`config.mk`:
```
export PLATFORM = sky130hd
export DESIGN_NAME = req_dispatcher
export DESIGN_NICKNAME = d
export VERILOG_FILES = /design/src/rtl/rqd_pkg.sv /design/src/rtl/rqd_rr_arbiter.sv /design/src/rtl/rqd_fifo.sv /design/src/rtl/rqd_core_select.sv /design/src/rtl/rqd_load_ctr.sv /design/src/rtl/req_dispatcher.sv
export SDC_FILE = /design/constraint.sdc
export NUM_CORES = 1
export LEC_CHECK = 0
export BUFFER_PORTS_ARGS = -buffer_cell sky130_fd_sc_hd__buf_2
export CORE_ASPECT_RATIO = 0.5
export CORE_UTILIZATION = 60
export CTS_CLUSTER_DIAMETER = 150
export CTS_CLUSTER_SIZE = 16
export DETAILED_ROUTE_END_ITERATION = 6
export PLACE_DENSITY = 0.89
export SETUP_SLACK_MARGIN = 0.4
export SLEW_MARGIN = 0
export SYNTH_ARGS = -nofsm -noshare
export SYNTH_HDL_FRONTEND = slang
export SYNTH_SLANG_ARGS = --single-unit
```
`constraint.sdc`:
```
create_clock -name clk -period 7.75 [get_ports clk]
set_clock_uncertainty 0.2 [all_clocks]
set_input_delay 0.775 -clock clk [delete_from_list [all_inputs] [get_ports clk]]
set_output_delay 0.775 -clock clk [all_outputs]
set_load 0.005 [all_outputs]
```
`src/rtl/rqd_pkg.sv`:
```
// Package rqd_pkg
// Shared helpers for the request dispatcher. Holds the index-width
// function used to size every pointer, counter and index.
package rqd_pkg;
    // Bits needed to index n items, never less than one.
    function automatic int idx_w(input int n);
        return (n <= 2) ? 1 : $clog2(n);
    endfunction
endpackage

```
`src/rtl/rqd_rr_arbiter.sv`:
```
// Module rqd_rr_arbiter
// Round-robin grant of one requester per cycle. The scan starts at the
// requester after the last winner. Assumes requests are level signals
// that stay high until granted; enable low suppresses every grant.
module rqd_rr_arbiter #(
    parameter int N  = 4,
    parameter int IW = 2
) (
    input  logic          clk,
    input  logic          rst_n,
    input  logic          enable,
    input  logic [N-1:0]  req,
    output logic [N-1:0]  grant,
    output logic [IW-1:0] grant_idx,
    output logic          fire
);
    localparam logic [IW-1:0] LAST = IW'(N - 1);

    logic [IW-1:0] ptr;

    // Find the first active request at or after the pointer.
    always_comb begin
        int j;
        grant     = '0;
        grant_idx = '0;
        fire      = 1'b0;
        for (int k = 0; k < N; k++) begin
            j = int'(ptr) + k;
            if (j >= N) j = j - N;
            if (!fire && enable && req[j]) begin
                fire      = 1'b1;
                grant[j]  = 1'b1;
                grant_idx = j[IW-1:0];
            end
        end
    end

    // Move the pointer just past the winner.
    always_ff @(posedge clk) begin
        if (!rst_n)    ptr <= '0;
        else if (fire) ptr <= (grant_idx == LAST) ? '0 : grant_idx + 1'b1;
    end

    assert_one_grant_R2: assert property (@(posedge clk) disable iff (!rst_n)
        $onehot0(grant));
    assert_grant_needs_req_R2: assert property (@(posedge clk) disable iff (!rst_n)
        (grant & ~req) == '0);
    assert_hold_when_blocked_R3: assert property (@(posedge clk) disable iff (!rst_n)
        !enable |-> grant == '0);
endmodule

```
`src/rtl/rqd_fifo.sv`:
```
// Module rqd_fifo
// Synchronous first-in first-out store for slot indices. No bypass from
// push to pop. Assumes the caller never pushes when full or pops when empty.
module rqd_fifo #(
    parameter int W     = 6,
    parameter int DEPTH = 8
) (
    input  logic         clk,
    input  logic         rst_n,
    input  logic         push,
    input  logic [W-1:0] din,
    input  logic         pop,
    output logic [W-1:0] dout,
    output logic         empty,
    output logic         full
);
    localparam int AW = rqd_pkg::idx_w(DEPTH);
    localparam int CNTW = rqd_pkg::idx_w(DEPTH + 1);
    localparam logic [AW-1:0] LASTA = AW'(DEPTH - 1);
    localparam logic [CNTW-1:0] FULLC = CNTW'(DEPTH);

    logic [W-1:0]    mem [DEPTH];
    logic [AW-1:0]   wr_ptr;
    logic [AW-1:0]   rd_ptr;
    logic [CNTW-1:0] count;

    assign empty = (count == '0);
    assign full  = (count == FULLC);
    assign dout  = mem[rd_ptr];

    // Write the payload index into storage.
    always_ff @(posedge clk) begin
        if (push) mem[wr_ptr] <= din;
    end

    // Advance pointers and the fill level.
    always_ff @(posedge clk) begin
        if (!rst_n) begin
            wr_ptr <= '0;
            rd_ptr <= '0;
            count  <= '0;
        end else begin
            if (push) wr_ptr <= (wr_ptr == LASTA) ? '0 : wr_ptr + 1'b1;
            if (pop)  rd_ptr <= (rd_ptr == LASTA) ? '0 : rd_ptr + 1'b1;
            case ({push, pop})
                2'b10:   count <= count + 1'b1;
                2'b01:   count <= count - 1'b1;
                default: count <= count;
            endcase
        end
    end

    assert_no_overflow_R3: assert property (@(posedge clk) disable iff (!rst_n)
        push |-> !full);
    assert_no_underflow_R3: assert property (@(posedge clk) disable iff (!rst_n)
        pop |-> !empty);
endmodule

```
`src/rtl/rqd_core_select.sv`:
```
// Module rqd_core_select
// Combinational choice of the least-loaded eligible core. Ties go to the
// first candidate found scanning upward from start. Assumes the loads given
// already include any offer still waiting for acceptance.
module rqd_core_select #(
    parameter int NC  = 8,
    parameter int CW  = 3,
    parameter int LW  = 2,
    parameter int CAP = 2
) (
    input  logic [NC-1:0][LW-1:0] load,
    input  logic [CW-1:0]         start,
    output logic                  pick_valid,
    output logic [CW-1:0]         pick_idx
);
    // Scan in rotation order, keeping strictly lower loads only.
    always_comb begin
        int c;
        logic [LW-1:0] best;
        pick_valid = 1'b0;
        pick_idx   = '0;
        best       = '0;
        for (int k = 0; k < NC; k++) begin
            c = int'(start) + k;
            if (c >= NC) c = c - NC;
            if (int'(load[c]) < CAP && (!pick_valid || load[c] < best)) begin
                pick_valid = 1'b1;
                pick_idx   = c[CW-1:0];
                best       = load[c];
            end
        end
    end
endmodule

```
`src/rtl/rqd_load_ctr.sv`:
```
// Module rqd_load_ctr
// Outstanding-request counter for one core. It rises on an accepted offer
// and falls on a completion. A completion while at zero is flagged and
// ignored. Assumes the caller never accepts an offer at the cap.
module rqd_load_ctr #(
    parameter int LW  = 2,
    parameter int CAP = 2
) (
    input  logic          clk,
    input  logic          rst_n,
    input  logic          inc,
    input  logic          done,
    output logic [LW-1:0] count,
    output logic          spurious
);
    logic dec;

    assign spurious = done && (count == '0);
    assign dec      = done && (count != '0);

    // Apply the net change of assignment and completion.
    always_ff @(posedge clk) begin
        if (!rst_n) count <= '0;
        else begin
            case ({inc, dec})
                2'b10:   count <= count + 1'b1;
                2'b01:   count <= count - 1'b1;
                default: count <= count;
            endcase
        end
    end

    assert_cap_R6: assert property (@(posedge clk) disable iff (!rst_n)
        int'(count) <= CAP);
    assert_cancel_R8: assert property (@(posedge clk) disable iff (!rst_n)
        (inc && done && count != '0) |=> $stable(count));
    assert_done_lowers_R8: assert property (@(posedge clk) disable iff (!rst_n)
        (!inc && done && count != '0) |=> count == $past(count) - 1'b1);
    assert_idle_done_R9: assert property (@(posedge clk) disable iff (!rst_n)
        (!inc && done && count == '0) |=> count == '0);
endmodule

```
`src/rtl/req_dispatcher.sv`:
```
// Module req_dispatcher
// Central dispatcher: arbitrates backends into one pending FIFO, then offers
// the head to the least-loaded eligible core over a valid/ready handshake.
// It tracks per-core outstanding work through completion strobes.
// Assumes payloads are already in their slots before a backend reports them.
module req_dispatcher #(
    parameter int NUM_BE         = 4,
    parameter int NUM_CORES      = 8,
    parameter int NODES          = 4,
    parameter int SLOTS_PER_NODE = 16,
    parameter int FIFO_DEPTH     = 8,
    parameter int LOAD_CAP       = 2,
    localparam int SW            = rqd_pkg::idx_w(NODES * SLOTS_PER_NODE)
) (
    input  logic                 clk,
    input  logic                 rst_n,
    input  logic [NUM_BE-1:0]    be_valid,
    input  logic [NUM_BE*SW-1:0] be_slot,
    output logic [NUM_BE-1:0]    be_ready,
    output logic [NUM_CORES-1:0] core_valid,
    output logic [SW-1:0]        core_slot,
    input  logic [NUM_CORES-1:0] core_ready,
    input  logic [NUM_CORES-1:0] done_valid,
    output logic                 err_spurious
);
    localparam int BW = rqd_pkg::idx_w(NUM_BE);
    localparam int CW = rqd_pkg::idx_w(NUM_CORES);
    localparam int LW = rqd_pkg::idx_w(LOAD_CAP + 1);
    localparam logic [CW-1:0] LASTC = CW'(NUM_CORES - 1);

    logic [BW-1:0] grant_idx;
    logic          push;
    logic          fifo_full;
    logic          fifo_empty;
    logic [SW-1:0] fifo_head;
    logic          load_offer;

    logic          offer_v;
    logic [CW-1:0] offer_core;
    logic [SW-1:0] offer_slot;
    logic [CW-1:0] core_ptr;
    logic          accept;

    logic [NUM_CORES-1:0][LW-1:0] cnt;
    logic [NUM_CORES-1:0][LW-1:0] committed;
    logic [NUM_CORES-1:0]         spurious;
    logic                         pick_valid;
    logic [CW-1:0]                pick_idx;

    rqd_rr_arbiter #(.N(NUM_BE), .IW(BW)) u_arb (
        .clk(clk), .rst_n(rst_n), .enable(!fifo_full), .req(be_valid),
        .grant(be_ready), .grant_idx(grant_idx), .fire(push)
    );

    rqd_fifo #(.W(SW), .DEPTH(FIFO_DEPTH)) u_fifo (
        .clk(clk), .rst_n(rst_n), .push(push),
        .din(be_slot[grant_idx*SW +: SW]), .pop(load_offer),
        .dout(fifo_head), .empty(fifo_empty), .full(fifo_full)
    );

    // Per-core outstanding counters and their committed loads.
    for (genvar c = 0; c < NUM_CORES; c++) begin : g_core
        rqd_load_ctr #(.LW(LW), .CAP(LOAD_CAP)) u_ctr (
            .clk(clk), .rst_n(rst_n),
            .inc(accept && offer_core == CW'(c)),
            .done(done_valid[c]),
            .count(cnt[c]), .spurious(spurious[c])
        );
        assign committed[c] = cnt[c] + LW'(offer_v && offer_core == CW'(c));
    end

    rqd_core_select #(.NC(NUM_CORES), .CW(CW), .LW(LW), .CAP(LOAD_CAP)) u_sel (
        .load(committed), .start(core_ptr),
        .pick_valid(pick_valid), .pick_idx(pick_idx)
    );

    assign accept     = offer_v && core_ready[offer_core];
    assign load_offer = (!offer_v || accept) && !fifo_empty && pick_valid;
    assign core_slot  = offer_slot;

    // Drive the one-hot offer from the registered target.
    always_comb begin
        core_valid = '0;
        if (offer_v) core_valid[offer_core] = 1'b1;
    end

    // Hold or replace the pending offer and move the tie-break pointer.
    always_ff @(posedge clk) begin
        if (!rst_n) begin
            offer_v    <= 1'b0;
            offer_core <= '0;
            offer_slot <= '0;
            core_ptr   <= '0;
        end else if (load_offer) begin
            offer_v    <= 1'b1;
            offer_core <= pick_idx;
            offer_slot <= fifo_head;
            core_ptr   <= (pick_idx == LASTC) ? '0 : pick_idx + 1'b1;
        end else if (accept) begin
            offer_v <= 1'b0;
        end
    end

    // Latch any completion that arrived for an idle core.
    always_ff @(posedge clk) begin
        if (!rst_n) err_spurious <= 1'b0;
        else        err_spurious <= err_spurious || (|spurious);
    end

    assert_offer_onehot_R7: assert property (@(posedge clk) disable iff (!rst_n)
        $onehot0(core_valid));
    assert_offer_held_R7: assert property (@(posedge clk) disable iff (!rst_n)
        (offer_v && !accept) |=> ($stable(core_valid) && $stable(core_slot)));
    assert_offer_in_cap_R6: assert property (@(posedge clk) disable iff (!rst_n)
        offer_v |-> int'(committed[offer_core]) <= LOAD_CAP);
    assert_err_sticky_R9: assert property (@(posedge clk) disable iff (!rst_n)
        err_spurious |=> err_spurious);
    assert_err_raise_R9: assert property (@(posedge clk) disable iff (!rst_n)
        (|spurious) |=> err_spurious);
    assert_full_blocks_R3: assert property (@(posedge clk) disable iff (!rst_n)
        fifo_full |-> be_ready == '0);
endmodule

```
After elaboration in Yosys (flattened, before gate mapping)
Memory sizes are Yosys's and may differ from the RTL's. A register that Yosys moved wholly into a read port is not among the register bits.
Index checks and enable logic that the tools add are counted.
Storage, ports and cells
  memory bits (writable): 48
  output and inout bits: 19
  memories kept: 1
  word-level logic and storage cells: 368
  register bits after elaboration: 36
  input bits: 46
Memory list
  u_fifo.mem: depth 8, width 6, read ports 1, clocked after memory_dff 1, write ports 1, line rqd_fifo.sv:22  | logic [W-1:0] mem [DEPTH];
Cells by class
  shifts and indexed selects: 1
  reductions and logical operators: 106
  multiply operators: 1
  bitwise gates (word level): 3
  equality and inequality tests: 30
  add/sub/neg operators: 52
  muxes and demuxes: 113
  magnitude comparators: 45
Operators with widths (number)
  32-bit 2-to-1 mux: 12
  32-bit by 5-bit < comparator with 1-bit output, second input constant: 8
  32-bit by 5-bit >= comparator with 1-bit output, second input constant: 7
  32-bit by 5-bit subtractor with 32-bit output, second input constant: 7
  32-bit by 1-bit >= comparator with 1-bit output, second input constant: 4
  32-bit by 4-bit < comparator with 1-bit output, second input constant: 4
  32-bit by 4-bit >= comparator with 1-bit output, second input constant: 3
  32-bit by 4-bit subtractor with 32-bit output, second input constant: 3
  2-bit 2-to-1 mux: 28
  1-bit logical AND: 54
  2-bit binary-select mux with 3-bit select: 8
  2-bit nonzero test: 18
  3-bit 2-to-1 mux: 11
  2-bit case mux with 2 select lines: 8
  1-bit 2-to-1 mux: 30
  24-bit by 6-bit variable part select with 6-bit output: 1
  3-bit == test, second input constant: 7
  2-bit == test, second input constant: 10
  2-bit by 1-bit adder with 2-bit output, second input constant: 9
  2-bit by 1-bit == test with 1-bit output, second input constant: 9
  2-bit by 1-bit adder with 2-bit output: 8
  3-bit by 3-bit adder with 4-bit output, second input constant: 4
  2-bit logical NOT: 8
  2-bit < comparator, second input constant: 8
  32 further kinds: 82

Logic depth before layout (Yosys ltp)
Gate-level depths: netlist of run 1.
  depth in word-level cells: 39
  gate-level depth with buffers: 21
  mapped depth without buffers: 20

Cells and area by module
Synthesis of run 1 repeated with hierarchy kept, for this count alone.
Unflattened totals
  cell total of the unflattened synthesis: 734
  area, all modules: 7503.4 um^2
Modules (own cells, without submodules)
  rqd_fifo: cells an instance 144, sequential area each 1701.6 um^2, instances 1, area each 2522.4 um^2
  rqd_core_select: cells an instance 250, sequential area each 0.0 um^2, instances 1, area each 1993.2 um^2
  req_dispatcher: cells an instance 167, sequential area each 280.3 um^2, instances 1, area each 1405.1 um^2
  rqd_load_ctr: cells an instance 12, sequential area each 40.0 um^2, instances 8, area each 113.9 um^2
  rqd_rr_arbiter: cells an instance 77, sequential area each 40.0 um^2, instances 1, area each 671.9 um^2

Least setup slack after synthesis of run 1
No wires, ideal clock.
  kind: register to register
  start point: register offer_core[0]
  end point: register core_ptr[2]
  period minus slack after synthesis: 4484 ps
  required time: 7488 ps
  slack: 3266 ps
  buffers on the path: 1
  cell stages (with the launch flop): 22
  data arrival time: 4221 ps
  setup time: 62 ps
  path through: dfxtp_1 nand2b_1 clkbuf_1 nor3_1 ha_1 xor2_1 o22ai_2 nor3b_2 or2_2 ha_1 or2_2 a21boi_1 o32ai_1 o21ba_1 or3_1 a31oi_1 and4b_1 or2_2 ha_1 nor3_1 o21ai_0 nand3_1
On the way
  longest elaborated chain between the ends: 38
  elaborated cells on any way between the ends: 116
  those cells by class: add/sub (9); order compare (15); eq/ne (8); mux (50); reduce/logical (34)
RTL lines
  start, declared: line req_dispatcher.sv:39  | logic [CW-1:0] offer_core;
  start signal, assigned: line req_dispatcher.sv:96  | offer_core <= pick_idx;
  3-bit by 1-bit == test with 1-bit output (tied with other cells): line req_dispatcher.sv:69  | assign committed[c] = cnt[c] + LW'(offer_v && offer_core == CW'(c));
  1-bit logical AND: line req_dispatcher.sv:69
  2-bit by 1-bit adder with 2-bit output: line req_dispatcher.sv:69
  2-bit binary-select mux with 3-bit select: line rqd_core_select.sv:26, rqd_core_select.sv:29
  2-bit 2-to-1 mux (not written as such) (2 in a row): line rqd_core_select.sv:26, rqd_core_select.sv:29
  2-bit < comparator: line rqd_core_select.sv:26  | if (int'(load[c]) < CAP && (!pick_valid || load[c] < best)) begin
  2-bit 2-to-1 mux or 1-bit 2-to-1 mux (tied branches): line rqd_core_select.sv:26
  2-bit < comparator or 1-bit logical NOT (tied branches): line rqd_core_select.sv:26
  (+22 left out)
  2-bit 2-to-1 mux or 1-bit 2-to-1 mux (tied branches): line rqd_core_select.sv:26
  2-bit < comparator or 1-bit logical NOT (tied branches): line rqd_core_select.sv:26
  1-bit logical OR: line rqd_core_select.sv:26
  1-bit logical AND: line rqd_core_select.sv:26
  3-bit 2-to-1 mux (*): line rqd_core_select.sv:26
  net pick_idx[1]: line req_dispatcher.sv:48  | logic [CW-1:0] pick_idx;
  3-bit by 1-bit adder with 3-bit output or 3-bit == test (tied branches): line req_dispatcher.sv:98  | core_ptr <= (pick_idx == LASTC) ? '0 : pick_idx + 1'b1;
  3-bit 2-to-1 mux (*): line req_dispatcher.sv:98
  end signal, assigned: line req_dispatcher.sv:98
  end, declared: line req_dispatcher.sv:41  | logic [CW-1:0] core_ptr;
The timed path passes the listed nets; every way through them passes the cells marked *. The select of a mux whose other input is x is not followed.
A chain may end at the register's enable or synchronous reset.

Worst setup path in the final report of run 1
  start point: register core_ptr[0]
  end point: register u_fifo.count[3]
On the way
  longest elaborated chain between the ends: 38
  elaborated cells on any way between the ends: 111
  those cells by class: add/sub (15); order compare (23); eq/ne (2); mux (48); reduce/logical (23)
RTL lines
  parallel branches: the longest is 34 deep, another holds 32-bit by 5-bit subtractor with 32-bit output
  1-bit 2-to-1 mux (*): line rqd_core_select.sv:26
  1-bit logical AND (*): line req_dispatcher.sv:78  | assign load_offer = (!offer_v || accept) && !fifo_empty && pick_valid;
  2-bit by 1-bit == test with 1-bit output or 2-bit == test (tied branches): line rqd_fifo.sv:45  | case ({push, pop})
  4-bit case mux with 2 select lines or 2-bit nonzero test (tied branches)
  end signal, assigned: line rqd_fifo.sv:46  | 2'b10: count <= count + 1'b1;
  end signal, assigned: line rqd_fifo.sv:47  | 2'b01: count <= count - 1'b1;
  end signal, assigned: line rqd_fifo.sv:48  | default: count <= count;
  end, declared: line rqd_fifo.sv:25  | logic [CNTW-1:0] count;
Every way passes the cells marked *. The select of a mux whose other input is x is not followed.

==> results of run 1 <==
[per-stage QoR]
stage,instances,worst slack [ns]
after floorplan,629,3.27
after global placement,806,2.27
after detailed placement,806,1.90
after CTS,822,1.88
after global routing,822,1.33
final,822,1.81
[logic make-up after synthesis]
| logic type | count (synthesis) | synth area share (%) |
|---|---|---|
| fa+ha+maj | 37 | 7.20 |
| flops | 90 | 34.9 |
| mux | 78 | 19.2 |
| compound gates | 142 | 15.6 |
| xor+xnor | 40 | 5.59 |
| other cells | 1 | 0.0574 |
| simple gates | 189 | 14.1 |
| buf+inv | 50 | 3.29 |
[Yosys cell counts (5+ instances only)]
library cell / number / area [um2]
nor2_1: 74 / 278
edfxtp_1: 48 / 1440
dfxtp_1: 42 / 841
a21oi_1: 36 / 180
ha_1: 36 / 450
mux4_2: 36 / 811
nand2_1: 35 / 131
mux2i_1: 27 / 270
o21ai_0: 26 / 130
inv_1: 21 / 78.8
xnor2_1: 20 / 175
xor2_1: 18 / 158
clkbuf_1: 17 / 63.8
nor2b_1: 14 / 87.6
nor3_1: 12 / 60.1
o211ai_1: 12 / 90.1
or3_1: 12 / 75.1
a211oi_1: 11 / 82.6
mux2_2: 10 / 113
nand2b_1: 9 / 56.3
nand3_1: 6 / 30.0
nor3b_1: 6 / 45.0
a222oi_1: 5 / 50.1
or2_2: 5 / 31.3
[flip-flops by register name, summed over array words and instances, names as in the netlist, 3 cells and up, named ones only]
register and flops:
core_ptr 3, core_slot 6, g_core.u_ctr.count 16, offer_core 3
u_fifo.count 4, u_fifo.mem 48, u_fifo.rd_ptr 3, u_fifo.wr_ptr 3
[final timing paths]
kind / from / end
max reg2reg: core_ptr[0] / u_fifo.count[3]
max: core_ptr[0] / u_fifo.count[3]
min reg2reg: offer_v / offer_v
min: offer_v / offer_v
[metal layers]
layer | wire [um] | track usage [%] | share of wire, % | up-vias
met3 | 820 | 4.13 | 5.4 | 36
met4 | 256 | 8.62 | 1.7 | 0
li1 | - | - | - | 2479
met2 | 7590 | 49.9 | 50 | 210
met5 | 0 | 0 | 0 | -
met1 | 6500 | 36.0 | 43 | 2528
[power by group]
part | switching (mW) | internal (mW)
clock | 0.186 | 0.220
combinational | 0.904 | 0.663
sequential | 0.154 | 0.730
total | 1.24 | 1.61
[worst max-delay path, delay by kind of cell (launching register included)]
kind / cells / cell delay, ns
adder cells (fa/ha/maj): 3 / 1.43
buffers and inverters: 3 / 1.17
AO/OA/AOI/OAI: 5 / 0.96
flip-flops: 1 / 0.84
AND/OR/NAND/NOR: 3 / 0.72
multiplexers: 1 / 0.41
XOR/XNOR: 1 / 0.12
[layout make-up]
cell class                 instances  share of cell area [%]
tap                              140                    2.43
inverter                          22                    1.15
clock buffer                       9                    3.13
timing repair buffer              65                    4.55
clock inverter                     7                   0.695
sequential                        90                    31.7
multi-input combinational        489                    56.3
==> impl_summary.log, run 1 <==
[metrics] largest net degree at the start of global routing: 42
[metrics] global-route congestion overflow total: 0
[metrics] setup repair after global routing missed its margin: no
[metrics] post_cts resized: 0
[metrics] Mapped Avg Cell Area: around 10 um2
[metrics] final critical-path required period: between 5 and 6 ns
[metrics] net count of the finished layout: 760
[metrics] critical path's largest stage delay: about 0.84 ns
[metrics] cell count of the worst reg-to-reg path: 16
[metrics] number of unique standard cell types used by synthesis: 78
[metrics] final wirelength: between 15 and 20 mm
[metrics] Filler cells: 734
[metrics] antenna violations before repair: 0
[metrics] power after layout: around 2.9 mW
[metrics] commonest non-fill, non-tap cell in the layout: nor2_1
[metrics] final period utilization: 76.7%
[metrics] max cap viols: 0
[metrics] fraction of registers with async set or reset after synthesis: 0%
[metrics] maximum root-to-sink buffer count: 2
[metrics] Crit path arrival time: 6.01 ns
[metrics] Cell Chain, Critical Path: inv_2 -> ha_1 -> inv_1 -> mux4_2 -> o211ai_1 -> nor2_1 -> a31oi_1 -> nand2_1 -> inv_1 -> ha_1 -> ha_1 -> a21o_1 -> a21oi_1 -> xnor2_1 -> or3_1 -> a21oi_1
[metrics] quantity of hold-fixing buffers added after cts: 0
[metrics] iteration count of the initial detailed-routing pass: 5
[metrics] most frequent cells in the layout: nor2_1 (74), buf_2 (64), edfxtp_1 (48), dfxtp_1 (42)
[metrics] wire length of the first global-routing pass: 24.6 mm
[metrics] fin. max-slew vios: 0
[metrics] Gate Count Post-Synth: about 630
[metrics] Final GP Congestion: 0.945
[metrics] Yosys warning total: 0
[metrics] die footprint: roughly 11,000 um2
[metrics] CP max stage cell: dfxtp_1
[metrics] core utilization of the finished layout: slightly below 70%
[metrics] final count of negative-setup-slack endpoints: 0
[metrics] accumulated negative setup slack: 0 ns
[metrics] register clock-pin slew on the reported worst setup and hold paths: 0.07 ns
[metrics] deepest level of the CTS H-tree: 3
[metrics] register area: roughly 2300 um2
[metrics] cell area after layout: around 7200 um2
[metrics] total number of vias: ~5.3k
[metrics] number of vias per cell: 6.39
[metrics] final hold violations: 0
[metrics] number of buffers added on ports: between 60 and 70
[metrics] Startpoint Class: flip-flop
[metrics] TritonCTS clock tree: done
[metrics] IR Drop Worst-Case VDD: 0.277 mV
[metrics] most instantiated flip-flop cell in the synthesis netlist: edfxtp_1
[metrics] cell repeated most along the worst path: ha_1
[metrics] sequential area share after synthesis: 34.9%
[metrics] type of the setup path with the least slack: flip-flop to flip-flop
[metrics] DP Area: just under 7000 um2
[metrics] number of setup buffers added after CTS: 0
[metrics] die span in y: 75.8 um
[metrics] gr usage total: between 20 and 30%
[metrics] hold path depth: 2
[metrics] Hold Crit Class: flip-flop to flip-flop
[metrics] number of global-route vias before repair: between 4k and 5k
[metrics] multi-input gate area in the final layout: 4060 um2
[metrics] critical path endpoint category: flip-flop
[metrics] headroom to the max-slew limit: 24.7%
[metrics] core area: between 10,000 and 15,000 um2
[metrics] static leakage: approximately 2.7 nW
[metrics] status: complete, no violations
[metrics] biggest fanout along the worst timing path: 21
[metrics] DIE WIDTH: about 150 um
[metrics] placement row count: 26
[metrics] worst slack on hold paths: ~0.31 ns
[metrics] worst-margin pin slew: between 1 and 1.5 ns
[metrics] DRC violations left: 0
[metrics] final antenna diode count: 0
[metrics] number of enable flip-flop cells after synthesis: between 40 and 50
[metrics] Routed Antenna Nets: 0
[metrics] cell at the root of the clock tree: clkbuf_16
[metrics] Num CTS Buffers: 9
[metrics] Detail Placement HPWL: 11.1 mm
[metrics] routed len/inst: approximately 18 um
[metrics] f_max: 168 MHz
[metrics] area grow syn2layout: 10.1%
[metrics] layout cells sized above 1: about 22%
[metrics] Post-Synthesis Cell Area: approximately 6500 um2
[metrics] initial cell density of the core: between 60% and 70%
[metrics] starting DRC count in detailed routing: approximately 430
[metrics] power density of the placed cells: a little under 400 nW/um2
[metrics] Ports: 65
[metrics] insertion delay of the later-clocked pin in the worst-skew pair: roughly 0.34 ns
[metrics] CTS Sinks: 90
[metrics] register-to-register setup slack: 1.81 ns
[metrics] register bit count reported by yosys: 90
[metrics] Worst EP required: between 7 and 8 ns
(Power assumes the default switching activity.)
==> run 2, diff against run 1 <==
--- a/config.mk
+++ b/config.mk
@@ -7,11 +7,11 @@
 export LEC_CHECK = 0
 export BUFFER_PORTS_ARGS = -buffer_cell sky130_fd_sc_hd__buf_2
 export CORE_ASPECT_RATIO = 0.5
-export CORE_UTILIZATION = 60
+export CORE_UTILIZATION = 55
 export CTS_CLUSTER_DIAMETER = 150
 export CTS_CLUSTER_SIZE = 16
 export DETAILED_ROUTE_END_ITERATION = 6
-export PLACE_DENSITY = 0.89
+export PLACE_DENSITY = 0.86
 export SETUP_SLACK_MARGIN = 0.4
 export SLEW_MARGIN = 0
 export SYNTH_ARGS = -nofsm -noshare
==> constraint.sdc (replaced) <==
create_clock -name clk -period 5.3 [get_ports clk]
set_clock_uncertainty 0.2 [all_clocks]
set_input_delay 0.53 -clock clk [delete_from_list [all_inputs] [get_ports clk]]
set_output_delay 0.53 -clock clk [all_outputs]
set_load 0.005 [all_outputs]
==> run 2 against run 1 <==
Effect of this change: setup slack got worse by 1.2 ns; via count increased by 1.7%; largest power group unchanged; register-to-register slack lost 1.2 ns.
==> impl_summary.log, run 2 (synthesized netlist as in run 1, its figures left out) <==
[metrics] Startpoint Class: flip-flop
[metrics] type of the setup path with the least slack: flip-flop to flip-flop
[metrics] status: complete, no violations
[metrics] starting DRC count in detailed routing: ~330
[metrics] CTS Sinks: 90
[metrics] worst-margin pin slew: about 1.3 ns
[metrics] register area: around 2300 um2
[metrics] core area: about 11,000 um2
[metrics] layout cells sized above 1: approximately a quarter
[metrics] total number of vias: about 5.3k
[metrics] gr usage total: 25.8%
[metrics] power density of the placed cells: between 500 and 600 nW/um2
[metrics] most frequent cells in the layout: nor2_1 (73), buf_2 (64), edfxtp_1 (48)
[metrics] initial cell density of the core: between 50% and 60%
[metrics] quantity of hold-fixing buffers added after cts: 0
[metrics] IR Drop Worst-Case VDD: around 0.31 mV
[metrics] max cap viols: 0
[metrics] area grow syn2layout: 13.9%
[metrics] detailed-route wire length on metal 1: between 6 and 7 mm
[metrics] wire length on met2: approximately 7.5 mm
[metrics] final antenna diode count: 0
[metrics] wire length of the first global-routing pass: roughly 25 mm
[metrics] final count of negative-setup-slack endpoints: 0
[metrics] sum of met3 wire segment lengths after detailed routing: approximately 1 mm
[metrics] Largest Register: u_fifo.mem
[metrics] deepest level of the CTS H-tree: 3
[metrics] DRC violations left: 0
[metrics] register clock-pin slew on the reported worst setup and hold paths: ~0.07 ns
[metrics] global-route congestion overflow total: 0
[metrics] final wirelength: 15.3 mm
[metrics] Num CTS Buffers: 9
[metrics] static leakage: 2.84 nW
[metrics] headroom to the max-slew limit: between 15 and 20%
[metrics] DIE WIDTH: 156 um
[metrics] commonest non-fill, non-tap cell in the layout: nor2_1
[metrics] DP Area: between 7000 and 8000 um2
[metrics] Routed Antenna Nets: 0
[metrics] Worst EP required: around 5.4 ns
[metrics] net count of the finished layout: 775
[metrics] Detail Placement HPWL: between 10 and 15 mm
[metrics] final period utilization: around 90%
[metrics] Ports: 65
[metrics] cell area after layout: 7450 um2
[metrics] accumulated negative setup slack: 0 ns
[metrics] die footprint: 12,400 um2
[metrics] routed len/inst: between 15 and 20 um
[metrics] CP max stage cell: dfxtp_2
[metrics] final critical-path required period: between 4 and 5 ns
[metrics] largest net degree at the start of global routing: 42
[metrics] number of vias per cell: 6.24
[metrics] antenna violations before repair: 0
[metrics] critical path endpoint category: flip-flop
[metrics] placement row count: 27
[metrics] TritonCTS clock tree: done
[metrics] setup repair after global routing missed its margin: yes
[metrics] biggest fanout along the worst timing path: 10
[metrics] final hold violations: 0
[metrics] max FFs per register: 48
[metrics] fin. max-slew vios: 0
[metrics] Top Metal Used: met4
[metrics] iteration count of the initial detailed-routing pass: 5
[metrics] maximum root-to-sink buffer count: 2
[metrics] Final GP Congestion: approximately 0.95
[metrics] critical path's largest stage delay: between 0.4 and 0.5 ns
[metrics] cell at the root of the clock tree: clkbuf_16
[metrics] insertion delay of the later-clocked pin in the worst-skew pair: between 0.3 and 0.4 ns
[metrics] Cell Chain, Critical Path: nand2b_1 -> nor2_1 -> ha_1 -> xor2_1 -> o22ai_2 -> nor3_2 -> buf_4 -> or2_2 -> ha_1 -> or2_2 -> a21boi_2 -> nor2_1 -> o31a_1 -> o211ai_1 -> nand4_1 -> o311ai_1 -> or2_2 -> ha_1 -> nand3_1 -> or3_1 -> nand3_1
[metrics] number of buffers added on ports: 64
[metrics] multi-input gate area in the final layout: 4140 um2
[metrics] Crit path arrival time: 4.79 ns
[metrics] f_max: approximately 210 MHz
[metrics] number of global-route vias before repair: 5,276
[metrics] die span in y: 79.1 um
[metrics] Hold Crit Class: input pin to flip-flop
[metrics] Filler cells: about 800
## run 2: layer usage
metal / up-vias / global-route usage, %
met3: 46 / 5.46
met1: 2573 / 31.3
met2: 221 / 45.0
met4: 0 / 11.0
li1: 2502 / -
met5: - / 0
## run 2: area by class of cell
type                    count  area share, %
clock inverters             7          0.924
repair buffers             80           5.91
inverters                  22           1.11
multi-input cells         489           55.6
flip-flops and latches     90           30.8
clock buffers               9           3.02
well taps                 159           2.67
## run 2: path summary, 6_finish.rpt
| path | from | cells past startpoint | slack, ns | endpoint |
|---|---|---|---|---|
| worst max-delay path | offer_core[1] | 21 | 0.60 | core_ptr[2] |
| worst min-delay path | rst_n | 2 | 0.27 | offer_core[1] |
| worst max register to register | offer_core[1] | 21 | 0.60 | core_ptr[2] |
| worst min register to register | core_slot[1] | 2 | 0.30 | core_slot[1] |
## run 2: power by group
part / switching, mW / internal [mW] / leakage, nW
clock network: 0.291 / 0.330 / 0.138
logic: 1.37 / 1.05 / 1.92
registers: 0.212 / 1.07 / 0.782
total: 1.88 / 2.45 / 2.84
## run 2: repair_timing
| item | CTS | global route |
|---|---|---|
| setup buffers | 0 | 3 |
| hold endpoints to repair | 0 | 0 |
| gates resized for setup | 1 | 19 |
| endpoints found under the setup margin | 1 | 52 |
| pin swaps | 0 | 4 |
## run 2: worst max-delay path: cells and delay by family, from the launching register on
kind	cells	cell delay (ns)
compound gates	5	1.32
xor+xnor	1	0.18
flops	1	0.46
fa+ha+maj	3	0.67
buf+inv	1	0.19
simple gates	11	1.60
## run 2: stage by stage
stage / util [%] / hold slack (ns) / cells / power [mW] / setup WS (ns)
4_1_cts: 65.0 / 0.268 / 853 / 4.25 / 0.431
3_3_place_gp: 62.4 / 0.282 / 837 / 3.48 / 0.574
5_1_grt: 66.0 / 0.266 / 856 / 4.62 / 0.329
6_report: 66.0 / 0.274 / 856 / 4.33 / 0.602
2_1_floorplan: - / 0.267 / 629 / 3.01 / 0.816
3_5_place_dp: 62.4 / 0.289 / 837 / 3.59 / 0.388
==> run 3, diff against run 2 <==
--- a/config.mk
+++ b/config.mk
@@ -12,6 +12,7 @@
 export CTS_CLUSTER_SIZE = 16
 export DETAILED_ROUTE_END_ITERATION = 6
 export PLACE_DENSITY = 0.86
+export RECOVER_POWER = 50
 export SETUP_SLACK_MARGIN = 0.4
 export SLEW_MARGIN = 0
 export SYNTH_ARGS = -nofsm -noshare
==> run 3 against run 2 <==
Effect of this change: utilization is 0.32 points lower; register-to-register slack worse by 0.15 ns; hold slack better by 0.0035 ns; sequential cell count stayed put; maximum frequency is 3.2% lower; clock-buffer cell count stayed put; sequential share of layout area is 0.10 points higher; sequential power hardly changed; largest cell class unchanged.
==> impl_summary.log, run 3 (synthesized netlist as in run 1, its figures left out) <==
[metrics] critical path's largest stage delay: 0.49 ns
[metrics] Startpoint Class: flip-flop
[metrics] Crit path arrival time: approximately 4.9 ns
[metrics] Final GP Congestion: between 0.9 and 1
[metrics] max cap viols: 0
[metrics] iteration count of the initial detailed-routing pass: 5
[metrics] layout cells sized above 1: a little under a quarter
[metrics] Ports: 65
[metrics] hold path depth: 2
[metrics] Cells after DPL: 837
[metrics] cell count of the worst reg-to-reg path: 21
[metrics] final count of negative-setup-slack endpoints: 0
[metrics] area grow syn2layout: 13.3%
[metrics] DIE WIDTH: about 160 um
[metrics] routed len/inst: approximately 18 um
[metrics] buffers plus inverters on the worst setup path: 1
[metrics] static leakage: 2.80 nW
[metrics] cell at the root of the clock tree: clkbuf_16
[metrics] number of vias per cell: around 6.2
[metrics] number of buffers added on ports: 64
[metrics] Detail Placement HPWL: between 10 and 15 mm
[metrics] CP max stage cell: dfxtp_1
[metrics] insertion delay of the later-clocked pin in the worst-skew pair: approximately 0.34 ns
[metrics] final non-filler cell total: around 860
[metrics] final critical-path required period: roughly 4.9 ns
[metrics] Hold Startpoint: rst_n
[metrics] TritonCTS clock tree: done
[metrics] type of the setup path with the least slack: flip-flop to flip-flop
[metrics] largest net degree at the start of global routing: 42
[metrics] f_max: about 200 MHz
[metrics] maximum root-to-sink buffer count: 2
[metrics] IR Drop Worst-Case VDD: a little over 0.3 mV
[metrics] number of global-route vias before repair: between 5k and 6k
[metrics] initial cell density of the core: between 50 and 60%
[metrics] power density of the placed cells: between 500 and 600 nW/um2
[metrics] core area: about 11,000 um2
[metrics] deepest level of the CTS H-tree: 3
[metrics] die span in y: 79.1 um
[metrics] status: complete, no violations
[metrics] fin. max-slew vios: 0
[metrics] max FFs per register: 48
[metrics] register clock-pin slew on the reported worst setup and hold paths: approximately 0.070 ns
[metrics] worst-margin pin slew: 1.23 ns
[metrics] end of the worst register-to-register path: core_ptr[2]
[metrics] critical path endpoint category: flip-flop
[metrics] final hold violations: 0
[metrics] biggest fanout along the worst timing path: 8
[metrics] Num CTS Buffers: 9
[metrics] total number of vias: about 5.3k
[metrics] Hold Crit Class: input pin to flip-flop
[metrics] power after layout: about 4.3 mW
[metrics] final antenna diode count: 0
[metrics] gr usage total: about a quarter
[metrics] accumulated negative setup slack: 0 ns
[metrics] die footprint: 12,400 um2
[metrics] placement row count: 27
[metrics] net count of the finished layout: about 780
[metrics] antenna violations before repair: 0
[metrics] register-to-register setup slack: 0.45 ns
[metrics] final wirelength: around 15 mm
[metrics] CTS Sinks: 90
[metrics] kind of cell adding the most delay to the critical path: simple AND/OR/NAND/NOR gates
[metrics] Worst EP required: roughly 5.4 ns
[metrics] setup repair after global routing missed its margin: yes
[metrics] most frequent cells in the layout: nor2_1 (73), buf_2 (55), edfxtp_1 (48), dfxtp_1 (39)
[metrics] starting DRC count in detailed routing: 298
[metrics] core utilization of the finished layout: 65.7%
[metrics] Cell Chain, Critical Path: nand2b_1 -> nor2_1 -> ha_1 -> xor2_1 -> o22ai_2 -> nor3_2 -> buf_4 -> or2_2 -> ha_1 -> or2_2 -> a21boi_2 -> nor2_1 -> o31a_1 -> o211ai_1 -> nand4_1 -> o311ai_1 -> or2_2 -> ha_1 -> nand3_1 -> or3_1 -> nand3_1
[metrics] global-route congestion overflow total: 0
[metrics] DRC violations left: 0
[metrics] final period utilization: approximately 92%
[metrics] quantity of hold-fixing buffers added after cts: 0
[metrics] Routed Antenna Nets: 0
[metrics] worst hold endpoint: offer_core[1]
[metrics] Largest Register: u_fifo.mem
[metrics] startpoint of the worst register-to-register path: offer_core[0]
[metrics] commonest non-fill, non-tap cell in the layout: nor2_1
[metrics] headroom to the max-slew limit: roughly 17%
[metrics] wire length of the first global-routing pass: between 20 and 30 mm
## run 3: worst max-delay path by stage
stage,from,to,depth (start not counted)
floorplan,offer_core[0],core_ptr[2],21
global placement,offer_core[0],core_ptr[2],20
detailed placement,offer_core[0],core_ptr[2],20
CTS,offer_core[0],core_ptr[2],20
global route,offer_core[0],core_ptr[2],21
finish,offer_core[0],core_ptr[2],21
## run 3: repair_timing
| item | 4_1_cts | 5_1_grt |
|---|---|---|
| pin swaps | 0 | 4 |
| setup endpoints to repair | 1 | 52 |
| resized for setup | 1 | 19 |
| cloned | 0 | 0 |
| buffers inserted | 0 | 3 |
| hold endpoints to repair | 0 | 0 |
## run 3: report_power, final
group          switching, mW  internal, mW
clock network          0.289         0.330
logic                   1.37          1.03
registers              0.212          1.07
## run 3: area by class of cell
class                   instances  area, um2
multi-input cells             489       4130
fillers                       835       3870
flip-flops and latches         90       2290
repair buffers                 80        417
clock buffers                   9        225
well taps                     159        199
inverters                      22       82.6
clock inverters                 7       68.8
## run 3: stage by stage
step | instance area [um2] | hold slack [ns] | setup slack [ns]
floorplan | 6550 | 0.267 | 0.816
global placement | 7040 | 0.282 | 0.574
detailed placement | 7040 | 0.289 | 0.388
CTS | 7340 | 0.268 | 0.431
global route | 7410 | 0.273 | 0.189
finish | 7410 | 0.277 | 0.449
## run 3: layer usage
| metal | track usage (%) | up-vias | routed length, um |
|---|---|---|---|
| li1 | - | 2499 | - |
| met1 | 31.3 | 2587 | 6380 |
| met2 | 45.0 | 213 | 7530 |
| met3 | 5.46 | 41 | 974 |
| met4 | 11.0 | 0 | 439 |
| met5 | 0 | - | 0 |
